**config.mk**
```make
export PLATFORM = sky130hd
export DESIGN_NAME = tick_watchdog
export DESIGN_NICKNAME = d
export VERILOG_FILES = /design/src/rtl/wdog_pkg.sv /design/src/rtl/wdog_datapath.sv /design/src/rtl/wdog_ctrl.sv /design/src/rtl/tick_watchdog.sv
export SDC_FILE = /design/constraint.sdc
export NUM_CORES = 1
export LEC_CHECK = 0
export ABC_AREA = 1
export CORE_MARGIN = 1.5
export CORE_UTILIZATION = 59
export DETAILED_ROUTE_END_ITERATION = 6
export GPL_ROUTABILITY_DRIVEN = 0
export GPL_TIMING_DRIVEN = 0
export PLACE_DENSITY = 0.87
export SETUP_SLACK_MARGIN = 0.4
export SKIP_CTS_REPAIR_TIMING = 1
export SLEW_MARGIN = 20
export SYNTH_ARGS = -nofsm -noshare
export SYNTH_HDL_FRONTEND = slang
export SYNTH_HIERARCHICAL = 1
export SYNTH_SLANG_ARGS = --single-unit
```
**constraint.sdc**
```tcl
create_clock -name clk -period 3 [get_ports clk]
set_input_delay 0.75 -clock clk [delete_from_list [all_inputs] [get_ports clk]]
set_output_delay 0.75 -clock clk [all_outputs]
set_load 0.05 [all_outputs]
```
**src/rtl/wdog_pkg.sv**
```systemverilog
package wdog_pkg;
  localparam int OFF_START = 'h000;
  localparam int OFF_COUNT = 'h004;
  localparam int OFF_CTRL  = 'h008;
  localparam int OFF_CLEAR = 'h00C;
  localparam int OFF_RAW   = 'h010;
  localparam int OFF_MASK  = 'h014;
  localparam int OFF_LOCK  = 'hC00;
  localparam logic [31:0] UNLOCK_KEY = 32'h1ACC_E551;

  typedef struct packed {
    logic loadWr;
    logic clrWr;
    logic countOn;
  } wdogStrobe_t;
endpackage

```
**src/rtl/wdog_datapath.sv**
```systemverilog
module wdog_datapath
  import wdog_pkg::*;
#(
  parameter int CNT_W = 32
) (
  input  logic             clk,
  input  logic             rstN,
  input  wdogStrobe_t      strobe,
  input  logic [CNT_W-1:0] wdata,
  input  logic             tickEn,
  output logic [CNT_W-1:0] startQ,
  output logic [CNT_W-1:0] cntQ,
  output logic             risQ
);
  localparam logic [CNT_W-1:0] ONE = CNT_W'(1);

  logic stepNow;
  logic hitZero;

  assign stepNow = strobe.countOn && tickEn;
  assign hitZero = stepNow && (cntQ == ONE);

  always_ff @(posedge clk or negedge rstN) begin
    if (!rstN) begin
      startQ <= '0;
      cntQ   <= '0;
    end else if (strobe.loadWr) begin
      startQ <= wdata;
      cntQ   <= wdata;
    end else if (strobe.clrWr) begin
      cntQ <= startQ;
    end else if (stepNow) begin
      if (cntQ == '0) cntQ <= startQ;
      else            cntQ <= cntQ - ONE;
    end
  end

  always_ff @(posedge clk or negedge rstN) begin
    if (!rstN)                           risQ <= 1'b0;
    else if (strobe.clrWr)               risQ <= 1'b0;
    else if (hitZero && !strobe.loadWr)  risQ <= 1'b1;
  end
endmodule

```
**src/rtl/wdog_ctrl.sv**
```systemverilog
module wdog_ctrl
  import wdog_pkg::*;
#(
  parameter int ADDR_W = 12,
  parameter int DATA_W = 32
) (
  input  logic              clk,
  input  logic              rstN,
  input  logic              psel,
  input  logic              penable,
  input  logic              pwrite,
  input  logic [ADDR_W-1:0] paddr,
  input  logic [DATA_W-1:0] pwdata,
  input  logic [DATA_W-1:0] startQ,
  input  logic [DATA_W-1:0] cntQ,
  input  logic              risQ,
  output wdogStrobe_t       strobe,
  output logic [DATA_W-1:0] prdata,
  output logic              enQ,
  output logic              lockedQ,
  output logic              misOut
);
  logic wrCyc;
  logic wrOpen;
  logic hitStart, hitCount, hitCtrl, hitClear, hitRaw, hitMask, hitLock;

  assign hitStart = paddr == ADDR_W'(OFF_START);
  assign hitCount = paddr == ADDR_W'(OFF_COUNT);
  assign hitCtrl  = paddr == ADDR_W'(OFF_CTRL);
  assign hitClear = paddr == ADDR_W'(OFF_CLEAR);
  assign hitRaw   = paddr == ADDR_W'(OFF_RAW);
  assign hitMask  = paddr == ADDR_W'(OFF_MASK);
  assign hitLock  = paddr == ADDR_W'(OFF_LOCK);

  assign wrCyc  = psel && penable && pwrite;
  assign wrOpen = wrCyc && !lockedQ;

  assign strobe.loadWr  = wrOpen && hitStart;
  assign strobe.clrWr   = wrOpen && hitClear;
  assign strobe.countOn = enQ;

  always_ff @(posedge clk or negedge rstN) begin
    if (!rstN) enQ <= 1'b0;
    else if (wrOpen && hitCtrl) enQ <= pwdata[0];
  end

  always_ff @(posedge clk or negedge rstN) begin
    if (!rstN) lockedQ <= 1'b0;
    else if (wrCyc && hitLock) lockedQ <= (pwdata != DATA_W'(UNLOCK_KEY));
  end

  assign misOut = risQ && enQ;

  always_comb begin
    prdata = '0;
    unique case (1'b1)
      hitStart: prdata = startQ;
      hitCount: prdata = cntQ;
      hitCtrl:  prdata = DATA_W'(enQ);
      hitRaw:   prdata = DATA_W'(risQ);
      hitMask:  prdata = DATA_W'(misOut);
      hitLock:  prdata = DATA_W'(lockedQ);
      default:  prdata = '0;
    endcase
  end
endmodule

```
**src/rtl/tick_watchdog.sv**
```systemverilog
module tick_watchdog
  import wdog_pkg::*;
#(
  parameter int ADDR_W = 12,
  parameter int DATA_W = 32
) (
  input  logic              clk,
  input  logic              rstN,
  input  logic              psel,
  input  logic              penable,
  input  logic              pwrite,
  input  logic [ADDR_W-1:0] paddr,
  input  logic [DATA_W-1:0] pwdata,
  output logic [DATA_W-1:0] prdata,
  output logic              pready,
  input  logic              tickEn,
  output logic              irqOut
);
  wdogStrobe_t       strobe;
  logic [DATA_W-1:0] startQ;
  logic [DATA_W-1:0] cntQ;
  logic              risQ;
  logic              enQ;
  logic              lockedQ;

  assign pready = 1'b1;

  wdog_ctrl #(.ADDR_W(ADDR_W), .DATA_W(DATA_W)) ctrl (
    .clk(clk), .rstN(rstN), .psel(psel), .penable(penable), .pwrite(pwrite),
    .paddr(paddr), .pwdata(pwdata), .startQ(startQ), .cntQ(cntQ), .risQ(risQ),
    .strobe(strobe), .prdata(prdata), .enQ(enQ), .lockedQ(lockedQ),
    .misOut(irqOut)
  );

  wdog_datapath #(.CNT_W(DATA_W)) dp (
    .clk(clk), .rstN(rstN), .strobe(strobe), .wdata(pwdata), .tickEn(tickEn),
    .startQ(startQ), .cntQ(cntQ), .risQ(risQ)
  );
endmodule

```
# After elaboration in Yosys (flattened, before gate mapping)
# Index checks and enable logic that the tools add are counted.
[op_classes] reduce_logical=17 n_eq_ne=8 n_addsub=1 muxes=7
[op_table] op="$pmux 32 s6" count=1
[op_table] op="$mux 32" count=4
[op_table] op="$eq 32x1->1 const B" count=1
[op_table] op="$logic_not 32->1" count=1
[op_table] op="$ne 32x29->1 const B" count=1
[op_table] op="$sub 32x1->32 const B" count=1
[op_table] op="$eq 12x4->1 const B" count=2
[op_table] op="$eq 12x5->1 const B" count=2
[op_table] op="$eq 12x12->1 const B" count=1
[op_table] op="$eq 12x3->1 const B" count=1
[op_table] op="$logic_not 12->1" count=1
[op_table] op="$logic_and 1x1->1" count=11
[op_table] op="$reduce_bool 3->1" count=1
[op_table] op="$logic_not 1->1" count=2
[op_table] op="$mux 1" count=2
[op_table] op="$reduce_bool 2->1" count=1
[word_totals] register_bits=67 out_inout_bits=34 word_cells=38

# Depth between registers and ports, before layout
# Gate-level depths: netlist (run 1).
[logic_depth] depth_word=8 ltp_mapped=14 ltp_nobuf=13

# Cells and area by module
# The synthesis (run 1) kept the hierarchy.
[modules_own_cells] module="wdog_datapath" seq_area_each_um2=1626.6 n_inst=1 area_each_um2=4098.9 cells_per_inst=616
[modules_own_cells] module="wdog_ctrl" seq_area_each_um2=50.0 n_inst=1 area_each_um2=1168.6 cells_per_inst=203
[modules_own_cells] module="tick_watchdog" seq_area_each_um2=0.0 n_inst=1 area_each_um2=11.3 cells_per_inst=2

# Worst setup path after synthesis (run 1)
# Ideal clock, no wire load.
[synth_path] kind="input -> output" from="in paddr[9]" to="out prdata[2]" arrival_ns=1.762 path_buffers=2 cell_stages=7 path_slack_ns=0.488 t_required_ns=2.250 path_cell_list="nor2_2 > nand2_2 > nor2_4 > buf_6 > buf_12 > nand3_2 > nand2_1"
[synth_between] elab_chain_cells=2 elab_cells_between_ends=7 cone_classes="5 x eq/ne; 1 x mux; 1 x reduce/logical"
[synth_rtl] element="start, declared" line_no="tick_watchdog.sv:12" source="input logic [ADDR_W-1:0] paddr,"
[synth_rtl] element="$eq 12x12->1, or another cell as far along" line_no="wdog_ctrl.sv:33" source="assign hitLock = paddr == ADDR_W'(OFF_LOCK);"
[synth_rtl] element="$pmux 32 s6 (*)" line_no="wdog_ctrl.sv:56" source="unique case (1'b1)"
[synth_rtl] element="end, declared" line_no="tick_watchdog.sv:14" source="output logic [DATA_W-1:0] prdata,"
# Mark *: on every way between the ends. The rest lies on a longest branch, timed or not.

==> metrics.csv, run 1 <==
stage,metric,value,unit
cells_and_area,antennaDiodeCount,0,
worst_setup_path,critical_path.reg2reg.endpoint,dp/cntQ[15],
place,detailed_place.area,6252,um^2
worst_setup_path,crit_end_category,flip-flop,
worst_setup_path,path_delay_family,buffers and inverters,
detailed_routing,drt_iter0_drc,869,
pwr,power.ir.vdd_worst,257.4,uV
detailed_routing,drcViolationCount,0,
outcome,run_status,"finished, final reports clean",
synth,number_of_enable_type_register_cells_in_the_synthesized_netlist,0,
synth,mappedNetlistNets,873,
synth,netlist_area,5279,um^2
place,dpl.hpwl,12.61,mm
worst_setup_path,cp_num_buf_inv,6,
place,dp_cells,1012,
detailed_routing,drt-wirelength-per-cell,17.76,um
pwr,leakagePower,3.512,nW
timing,final.period_utilization,0.9180,
cells_and_area,layout.cells.most_common,sky130_fd_sc_hd__nand2_1,
worst_setup_path,critical-path-max-stage-delay,0.46,ns
worst_setup_path,timing.critical_path.from_type,input port,
die,die_width,97.59,um
synth,synth_seq_cells,67,
synth,yosysWarningCount,6,
global_route,grt_remaining_overflow,0,
clock_network,clock_tree.buffer_depth,2,
worst_setup_path,critical_path_class,input port to flip-flop,
worst_setup_path,worst-endpoint-required,3.27,ns
die,core_area,8678,um^2
die,rows,34,
synth,synth_cell_types,35,
place,port_buffers,82,
pwr,report.power.total,2.603,mW
clock_network,cts_num_sinks,67,
global_route,grt_antenna_before_repair,0,
die,num_io_pins,84,
clock_network,cts_tree,done,
timing,final_max_slew_viol_count,0,
timing,finalHoldViolCount,0,
cells_and_area,finish.utilization,0.7849,
global_route,grt_start_max_net_pins,44,
worst_setup_path,timing.critical_path.fanout_max,10,
global_route,global_route_wire_length_before_repair,26.67,mm
global_route,grt_pass1_vias,5644,
worst_setup_path,slowest_stage,sky130_fd_sc_hd__clkdlybuf4s50_1,
worst_setup_path,timing.critical_path.cells,clkdlybuf4s50_1 > nand3_1 > nor2_2 > inv_1 > nor4_2 > buf_4 > buf_4 > buf_2 > buf_4 > nand2_1 > nand3_1 > nand2_1 > nand2_1,
timing,grt_setup_unrepaired,yes,
detailed_routing,antenna_violating_nets_post_route,0,
cells_and_area,finish.net_count,980,
cells_and_area,final_cell_mix,"sky130_fd_sc_hd__nand2_1, sky130_fd_sc_hd__nor2_1, sky130_fd_sc_hd__inv_1",
clock_network,cts_htree_levels,3,
die,die_h,97.59,um
detailed_routing,drt-total-wl,18.47,mm
clock_network,cts_buffers,9,
clock_network,clkLatencyLatePin,0.34,ns
cells_and_area,finalNonFillerCells,1040,
die,start_util,0.6083,
worst_setup_path,r2r_setup_slack,0.81,ns
cells_and_area,final_layout_size_suffix_gt1_frac,0.1996,
synth,synth_area_leader_cell,sky130_fd_sc_hd__dfrtp_1,
pwr,power_per_cell_area,382.1,nW/um^2
flow_run,drv_cap,0,
detailed_routing,per_cell_via_count_in_the_routed_design,6.074,
global_route,grt.total_usage,0.3520,
worst_hold_path,min_path_type,input port to asynchronous set/reset pin,
detailed_routing,via_count_of_the_routed_design,6317,
cells_and_area,area_delta_synth_final,29.04,%
synth,post_synth.cell_area_avg,6.430,um^2
synth,synth_ff_type,sky130_fd_sc_hd__dfrtp_1,
worst_setup_path,rr_startpoint,dp/cntQ[1],
cells_and_area,fin_area,6812,um^2
synth,netlist_top_cells_area,"sky130_fd_sc_hd__dfrtp_1, sky130_fd_sc_hd__nand2_1, sky130_fd_sc_hd__nor2_1, sky130_fd_sc_hd__nand3_2, sky130_fd_sc_hd__nand3_1",
worst_setup_path,worst-endpoint-arrival,3.03,ns
cells_and_area,fillers,639,
detailed_routing,detail_route.first_pass.iterations,6,
timing,finalSetupViolations,0,
worst_setup_path,worst_r2r_path_cells,11,
synth,async_flop_share,1.000,
synth,synth.yosys.seq_area_share,0.3176,
timing,period_minus_slack,2.754,ns
clock_network,clk_transition_reported_paths,0.07,ns
timing,timing.fmax,0.3631,GHz
clock_network,clock-root-buffer,sky130_fd_sc_hd__clkbuf_8,
synth,synth.top_cell.area_share,0.3176,
timing,setup_clock_skew_after_layout,0.009745,ns
synth,postSynthCellCount,821,
timing,tns_setup,0,ns
die,die-area,9524,um^2
## sequential cells by signal, indices dropped and copies added (netlist names)
register,count
dp/cntQ,32
ctrl/enQ,1
ctrl/lockedQ,1
dp/risQ,1
dp/startQ,32
## cell type report
class | instances | area, um^2 | share of cell area
multi-input cells | 641 | 3118 | 0.4578
clock inverters | 1 | 30.03 | 0.004409
flip-flops and latches | 67 | 1677 | 0.2461
repair buffers | 96 | 1040 | 0.1526
plain buffers | 35 | 334.1 | 0.04904
inverters | 78 | 295.3 | 0.04335
clock buffers | 14 | 182.7 | 0.02682
well taps | 108 | 135.1 | 0.01984
## power breakdown
| group | switching, mW | internal, mW | total (mW) |
|---|---|---|---|
| sequential | 0.164 | 0.987 | 1.15 |
| clock | 0.344 | 0.471 | 0.816 |
| combinational | 0.391 | 0.246 | 0.636 |
## cell families after synthesis
logic type	Yosys count	synth area share
and+or+nand+nor	560	0.4925
adders and majority gates	2	0.004740
buffers and inverters	113	0.1017
DFF	67	0.3176
xor gates and xnor gates	9	0.01493
AOI/OAI and AO/OA	69	0.06779
other	1	0.0007104
## metrics by stage
step	hold slack (ns)	setup WS (ns)
2_1_floorplan	0.4544	0.4879
4_1_cts	0.3129	-0.7015
5_1_grt	0.3168	0.1603
3_5_place_dp	0.4877	-0.6982
6_report	0.3051	0.2459
3_3_place_gp	0.4751	-1.089
## worst reg2reg max path: cells and delay by family (launching register included)
family / cells / cell delay, ns
buffers and inverters: 2 / 0.28
DFF: 1 / 0.43
and+or+nand+nor: 8 / 1.11
adders and majority gates: 1 / 0.29
## per-layer routing
layer / wire length (um) / up-vias / share of wire / global-route usage
met5: 0 / - / 0 / 0
met2: 8117 / 562 / 0.44 / 0.5609
met4: 1374 / 0 / 0.074 / 0.1978
li1: - / 2792 / - / -
met1: 6578 / 2829 / 0.36 / 0.4594
met3: 2400 / 134 / 0.13 / 0.05036
## cell usage after synthesis (4+ instances only)
master and n:
sky130_fd_sc_hd__dfrtp_1 67, sky130_fd_sc_hd__nor2_2 11, sky130_fd_sc_hd__buf_6 4, sky130_fd_sc_hd__buf_4 6
sky130_fd_sc_hd__nand2_1 305, sky130_fd_sc_hd__nand3_1 64, sky130_fd_sc_hd__nor2_4 8, sky130_fd_sc_hd__inv_1 75
sky130_fd_sc_hd__a21oi_1 30, sky130_fd_sc_hd__nor2_1 113, sky130_fd_sc_hd__xor2_1 6, sky130_fd_sc_hd__nand3_2 37
sky130_fd_sc_hd__clkbuf_1 11, sky130_fd_sc_hd__o21ai_1 11, sky130_fd_sc_hd__o21ai_0 24, sky130_fd_sc_hd__nor3_1 7
sky130_fd_sc_hd__buf_2 9
## how the worst max path moves through the flow
stage,from,end,slack [ns],cells after the start
finish,pwrite,dp/cntQ[15],0.25,13
global route,pwrite,dp/cntQ[15],0.16,13
CTS,paddr[2],prdata[26],-0.70,7
detailed placement,paddr[2],prdata[26],-0.70,7
global placement,rstN,dp/startQ[31],-1.09,1
floorplan,paddr[9],prdata[2],0.49,7
Power figures use the tool's default switching activity.
==> run 2, diff against run 1 <==
- CORE_UTILIZATION: 59 -> 62
- DONT_BUFFER_PORTS: default -> 1
- PLACE_DENSITY: 0.87 -> 0.78
- SLEW_MARGIN: 20 -> default
==> metrics.csv, run 2 (synthesis gave the netlist of run 1 again) <==
stage,metric,value,unit
global_route,global_route_wire_length_before_repair,25.29,mm
timing,finalSetupViolations,0,
cells_and_area,finish.net_count,885,
die,start_util,0.6425,
place,place_ws,0.08591,ns
pwr,leakagePower,2.933,nW
clock_network,clock_tree.buffer_depth,2,
worst_setup_path,timing.critical_path.fanout_max,10,
detailed_routing,detail_route.first_pass.iterations,5,
global_route,grt_antenna_before_repair,0,
die,die-area,9076,um^2
timing,timing.fmax,0.3778,GHz
global_route,grt.total_usage,0.3737,
clock_network,cts_num_sinks,67,
cells_and_area,area_delta_synth_final,9.291,%
worst_setup_path,worst-endpoint-required,2.25,ns
clock_network,clkLatencyLatePin,0.35,ns
timing,final_max_slew_viol_count,0,
place,port_buffers,0,
cells_and_area,final_cell_mix,"sky130_fd_sc_hd__nand2_1, sky130_fd_sc_hd__nor2_1, sky130_fd_sc_hd__inv_1",
place,detailed_place.area,5410,um^2
worst_setup_path,critical_path.reg2reg.endpoint,dp/cntQ[9],
worst_setup_path,timing.critical_path.from_type,input port,
cells_and_area,finalNonFillerCells,942,
timing,tns_setup,0,ns
detailed_routing,drcViolationCount,0,
worst_setup_path,r2r_setup_slack,0.61,ns
cells_and_area,final_layout_size_suffix_gt1_frac,0.1720,
pwr,power.ir.vdd_worst,213.3,uV
timing,slew_headroom,0.5795,
detailed_routing,drt-wirelength-per-cell,17.50,um
detailed_routing,per_cell_via_count_in_the_routed_design,5.887,
die,num_io_pins,84,
place,dp_cells,926,
detailed_routing,via_count_of_the_routed_design,5546,
global_route,grt_pass1_vias,5070,
die,rows,33,
worst_setup_path,critical_path_class,input port to output pin,
clock_network,cts_buffers,9,
cells_and_area,antennaDiodeCount,0,
worst_setup_path,rr_startpoint,ctrl/lockedQ,
worst_setup_path,crit_end_category,output pin,
worst_setup_path,startpoint,paddr[9],
worst_hold_path,min_path_type,input port to asynchronous set/reset pin,
cells_and_area,fillers,751,
clock_network,cts_tree,done,
cells_and_area,largest_registers,"dp/cntQ: 32 flops, dp/startQ: 32 flops",
global_route,grt_remaining_overflow,0,
clock_network,clk_transition_reported_paths,0.07,ns
place,dpl.hpwl,12.17,mm
die,die_h,95.27,um
timing,final.period_utilization,0.8824,
timing,period_minus_slack,2.647,ns
detailed_routing,drt-total-wl,16.49,mm
timing,setup_clock_skew_after_layout,0.01062,ns
detailed_routing,antenna_violating_nets_post_route,0,
global_route,grt_start_max_net_pins,68,
timing,final_worst_setup_slack,0.3529,ns
clock_network,clock-root-buffer,sky130_fd_sc_hd__clkbuf_8,
cells_and_area,layout.cells.most_common,sky130_fd_sc_hd__nand2_1,
timing,grt_setup_unrepaired,yes,
clock_network,cts_htree_levels,3,
flow_run,drv_cap,0,
pwr,report.power.total,2.365,mW
die,die_width,95.27,um
timing,timing_worst_slew_pin_value,0.6308,ns
worst_setup_path,worst_r2r_path_cells,8,
pwr,power_per_cell_area,409.9,nW/um^2
timing,finalHoldViolCount,0,
detailed_routing,drt_iter0_drc,583,
die,core_area,8217,um^2
worst_setup_path,critPathCapture,prdata[1],
outcome,run_status,"finished, final reports clean",
cells_and_area,fin_area,5769,um^2
worst_setup_path,worst-endpoint-arrival,1.90,ns
[run 2: cell types whose count changed in the layout (fill, tap and decap cells not counted), sizes merged]
cell           delta
buf              -50
clkbuf            -6
clkinv            +2
dlymetal6s2s      -3
bufinv            -1
clkdlybuf4s50    -37
[run 2: worst min path at each step]
stage                     start            to  depth (start not counted)
after floorplan            rstN      ctrl/enQ                          0
after global placement     rstN  dp/startQ[3]                          0
after detailed placement   rstN  dp/startQ[3]                          0
after CTS                  rstN  dp/startQ[3]                          0
after global routing       rstN  dp/startQ[3]                          0
final                      rstN  dp/startQ[3]                          0
[run 2: cell type report]
cell class	count	area (um^2)	area share
multi-input combinational	641	3213	0.5569
sequential	67	1677	0.2906
inverter	78	292.8	0.05075
buffer	35	269.0	0.04663
clock buffer	13	168.9	0.02928
tap	105	131.4	0.02277
clock inverter	2	10.01	0.001735
timing repair buffer	1	7.507	0.001301
[run 2: per-layer routing]
metal	track usage	up-vias	routed length, um
li1	-	2608	-
met1	0.5025	2515	6588
met2	0.5810	363	7321
met3	0.06858	60	1887
met4	0.1741	0	690
met5	0	-	0
[run 2: worst max-delay path, cell delays in order]
cell and delay, ns:
sky130_fd_sc_hd__nor2_2 0.11, sky130_fd_sc_hd__nand2_2 0.10, sky130_fd_sc_hd__nor2_4 0.15, sky130_fd_sc_hd__buf_2 0.31, sky130_fd_sc_hd__nand3_1 0.19, sky130_fd_sc_hd__nand2_2 0.29
[run 2: per-stage QoR]
step                hold slack [ns]  utilization
global route                0.07521       0.7021
finish                      0.09433       0.7021
CTS                         0.08242       0.6802
detailed placement           0.4563       0.6584
global placement             0.4564       0.6584
floorplan                    0.4544            -
[run 2: power breakdown]
group,total (mW),internal [mW],leakage (nW),switching (mW)
clock network,0.706,0.361,0.0953,0.344
registers,1.14,0.987,0.787,0.157
logic,0.516,0.185,2.05,0.331
total,2.37,1.53,2.93,0.832
==> run 3, diff against run 2 <==
- CORE_UTILIZATION: 62 -> 55
- PLACE_DENSITY: 0.78 -> 0.7
- SYNTH_HIERARCHICAL: 1 -> default
- clock period: 3 -> 2.5 ns (I/O delays scaled with it)
==> metrics.csv, run 3 <==
stage,metric,value,unit
global_route,grt_start_max_net_pins,68,
timing,slew_headroom,0.6122,
die,num_io_pins,84,
worst_setup_path,worst-endpoint-required,1.88,ns
die,die_width,101.9,um
detailed_routing,detail_route.first_pass.iterations,6,
cells_and_area,area_delta_synth_final,19.94,%
cells_and_area,fin_area,6457,um^2
timing,final_max_slew_viol_count,0,
timing,timing.hold.ws,-0.06918,ns
pwr,netSwitchingFraction,0.3226,
worst_hold_path,min_path_type,input port to asynchronous set/reset pin,
pwr,share_comb_of_total_power,0.191,
die,rows,35,
cells_and_area,finish.net_count,908,
synth,synth-adder-area-share,0.004648,
worst_setup_path,crit_end_category,output pin,
timing,period_minus_slack,2.442,ns
pwr,power.ir.vdd_worst,377.1,uV
synth,netlist_top_cells_area,"sky130_fd_sc_hd__dfrtp_1, sky130_fd_sc_hd__nand2_1, sky130_fd_sc_hd__inv_1, sky130_fd_sc_hd__nand3_1, sky130_fd_sc_hd__nor2_1",
synth,synth_area_leader_cell,sky130_fd_sc_hd__dfrtp_1,
detailed_routing,drt_iter0_drc,658,
global_route,grt_pass1_vias,5461,
synth,netlist_area,5384,um^2
worst_setup_path,timing.critical_path.from_type,input port,
clock_network,clkLatencyLatePin,0.38,ns
cells_and_area,final_layout_size_suffix_gt1_frac,0.2067,
synth,synth.most_common_cell,sky130_fd_sc_hd__nand2_1,
clock_network,cts_buffers,9,
cells_and_area,finalNonFillerCells,990,
synth,post_synth.cell_area_avg,6.456,um^2
cells_and_area,ff_latch_area,1678,um^2
timing,timing.fmax,0.4096,GHz
synth,synth_ff_type,sky130_fd_sc_hd__dfrtp_1,
die,die_h,101.9,um
timing,timing_worst_slew_pin_value,0.5817,ns
detailed_routing,via_count_of_the_routed_design,5834,
worst_setup_path,timing.critical_path.fanout_max,10,
synth,synth.top_cell.area_share,0.3114,
clock_network,cts_tree,done,
place,detailed_place.area,6028,um^2
die,start_util,0.5745,
outcome,run_status,finished with violations,
timing,grt_setup_unrepaired,yes,
synth,postSynthCellCount,834,
detailed_routing,drt-wirelength-per-cell,19.12,um
synth,synth_cell_types,35,
synth,synth_top_family_by_area,simple AND/OR/NAND/NOR gates,
timing,setup_clock_skew_after_layout,0.01715,ns
timing,tns_setup,0,ns
place,dpl.hpwl,13.80,mm
pwr,p_sw,0.9429,mW
worst_setup_path,worst-endpoint-arrival,1.82,ns
clock_network,cts_htree_levels,3,
detailed_routing,antenna_violating_nets_post_route,0,
synth,synth.yosys.seq_area_share,0.3114,
cells_and_area,multi_input_comb_area,3553,um^2
cells_and_area,fillers,817,
global_route,grt_remaining_overflow,0,
pwr,pwr-share-clk,0.369,
flow_run,drv_cap,0,
detailed_routing,per_cell_via_count_in_the_routed_design,5.893,
timing,final.period_utilization,0.9767,
die,die-area,10390,um^2
detailed_routing,drcViolationCount,0,
die,core_area,9371,um^2
pwr,seq_power_share,0.440,
synth,yosysWarningCount,0,
worst_setup_path,critical_path_class,input port to output pin,
pwr,pint,1.980,mW
cells_and_area,final_cell_mix,"sky130_fd_sc_hd__nand2_1, sky130_fd_sc_hd__inv_1, sky130_fd_sc_hd__nor2_1",
outcome,violated_checks,hold timing,
clock_network,clk_transition_reported_paths,0.09,ns
synth,synth_compound_area_frac,0.08366,
global_route,global_route_wire_length_before_repair,28.45,mm
pwr,leakagePower,3.513,nW
global_route,grt_antenna_before_repair,0,
clock_network,clock_tree.buffer_depth,2,
cells_and_area,antennaDiodeCount,0,
synth,async_flop_share,1.000,
clock_network,cts_num_sinks,67,
synth,synth_cell_count_leaders,"sky130_fd_sc_hd__nand2_1, sky130_fd_sc_hd__inv_1, sky130_fd_sc_hd__nor2_1, sky130_fd_sc_hd__nand3_1, sky130_fd_sc_hd__dfrtp_1",
global_route,grt.total_usage,0.3704,
clock_network,clock-root-buffer,sky130_fd_sc_hd__clkbuf_8,
synth,mappedNetlistNets,886,
synth,synth-xor-area-share,0.008134,
timing,finalHoldViolCount,67,
place,dp_cells,963,
synth,synth_seq_cells,67,
detailed_routing,drt-total-wl,18.93,mm
worst_setup_path,r2r_setup_slack,0.50,ns
synth,number_of_enable_type_register_cells_in_the_synthesized_netlist,0,
synth,synth_simple_gate_area_share,0.4727,
place,port_buffers,0,
cells_and_area,finish.utilization,0.6891,
cells_and_area,largest_registers,"dp.cntQ: 32 flops, dp.startQ: 32 flops",
timing,finalSetupViolations,0,
pwr,power_per_cell_area,452.6,nW/um^2
synth,proportion_of_synthesized_area_in_mux_cells,0.001859,
cells_and_area,layout.cells.most_common,sky130_fd_sc_hd__nand2_1,
-- run 3: cell count changes after synthesis, moves of 16 or more --
| cell | change |
|---|---|
| sky130_fd_sc_hd__nand2_1 | -55 |
| sky130_fd_sc_hd__inv_1 | +40 |
| sky130_fd_sc_hd__o21ai_0 | +29 |
| sky130_fd_sc_hd__a21oi_1 | -27 |
| sky130_fd_sc_hd__nand4_1 | +27 |
| sky130_fd_sc_hd__nand3_2 | -19 |
| sky130_fd_sc_hd__nand3_1 | +16 |
-- run 3: logic make-up (layout without fill, tap and decap cells) --
group	Yosys count	after routing
other cells	1	1
mux	1	1
fa+ha+maj	2	2
flops	67	67
buf+inv	151	177
compound gates	77	77
xor+xnor	5	5
simple gates	530	531
-- run 3: power by group through the flow --
stage | combinational [mW] | sequential (mW) | clock (mW)
final | 0.557 | 1.29 | 1.08
after global routing | 0.620 | 1.30 | 1.13
after CTS | 0.533 | 1.28 | 1.07
after detailed placement | 0.530 | 1.30 | 0
after global placement | 0.516 | 1.30 | 0
after floorplan | 0.442 | 1.27 | 0
-- run 3: cell type report --
type | instances | share of cell area
inverters | 118 | 0.06995
multi-input cells | 617 | 0.5503
clock buffers | 12 | 0.02403
flip-flops and latches | 67 | 0.2598
clock inverters | 4 | 0.01124
repair buffers | 10 | 0.01221
well taps | 129 | 0.02500
plain buffers | 33 | 0.04747
-- run 3: layer usage --
metal,vias up,GRT usage,wire [um]
met5,-,0,0
met3,62,0.07934,1906
li1,2686,-,-
met2,344,0.6026,8832
met4,0,0.1907,949
met1,2742,0.4647,7244
-- run 3: stage by stage --
step | worst slack [ns] | total power, mW
final | 0.05831 | 2.922
after floorplan | 0.1648 | 1.710
after global placement | -0.01332 | 1.813
after CTS | -0.06112 | 2.884
after global routing | 0.02019 | 3.048
after detailed placement | -0.05542 | 1.829
-- run 3: final timing paths --
path / startpoint / cells after the start / endpoint
setup reg to reg: dp.cntQ[9] / 8 / dp.cntQ[31]
hold reg to reg: dp.startQ[13] / 2 / dp.startQ[13]
setup / recovery: paddr[11] / 6 / prdata[24]
hold / removal: rstN / 0 / dp.startQ[12]
min in group clk: pwdata[6] / 2 / dp.startQ[6]
max in group asynchronous: rstN / 0 / dp.cntQ[0]
-- run 3: critical path: stages --
cell and delay (ns):
sky130_fd_sc_hd__nor2_1 0.12, sky130_fd_sc_hd__nand2_2 0.12, sky130_fd_sc_hd__nor3_4 0.19, sky130_fd_sc_hd__nand2_4 0.15, sky130_fd_sc_hd__clkbuf_16 0.24, sky130_fd_sc_hd__o21ai_4 0.36
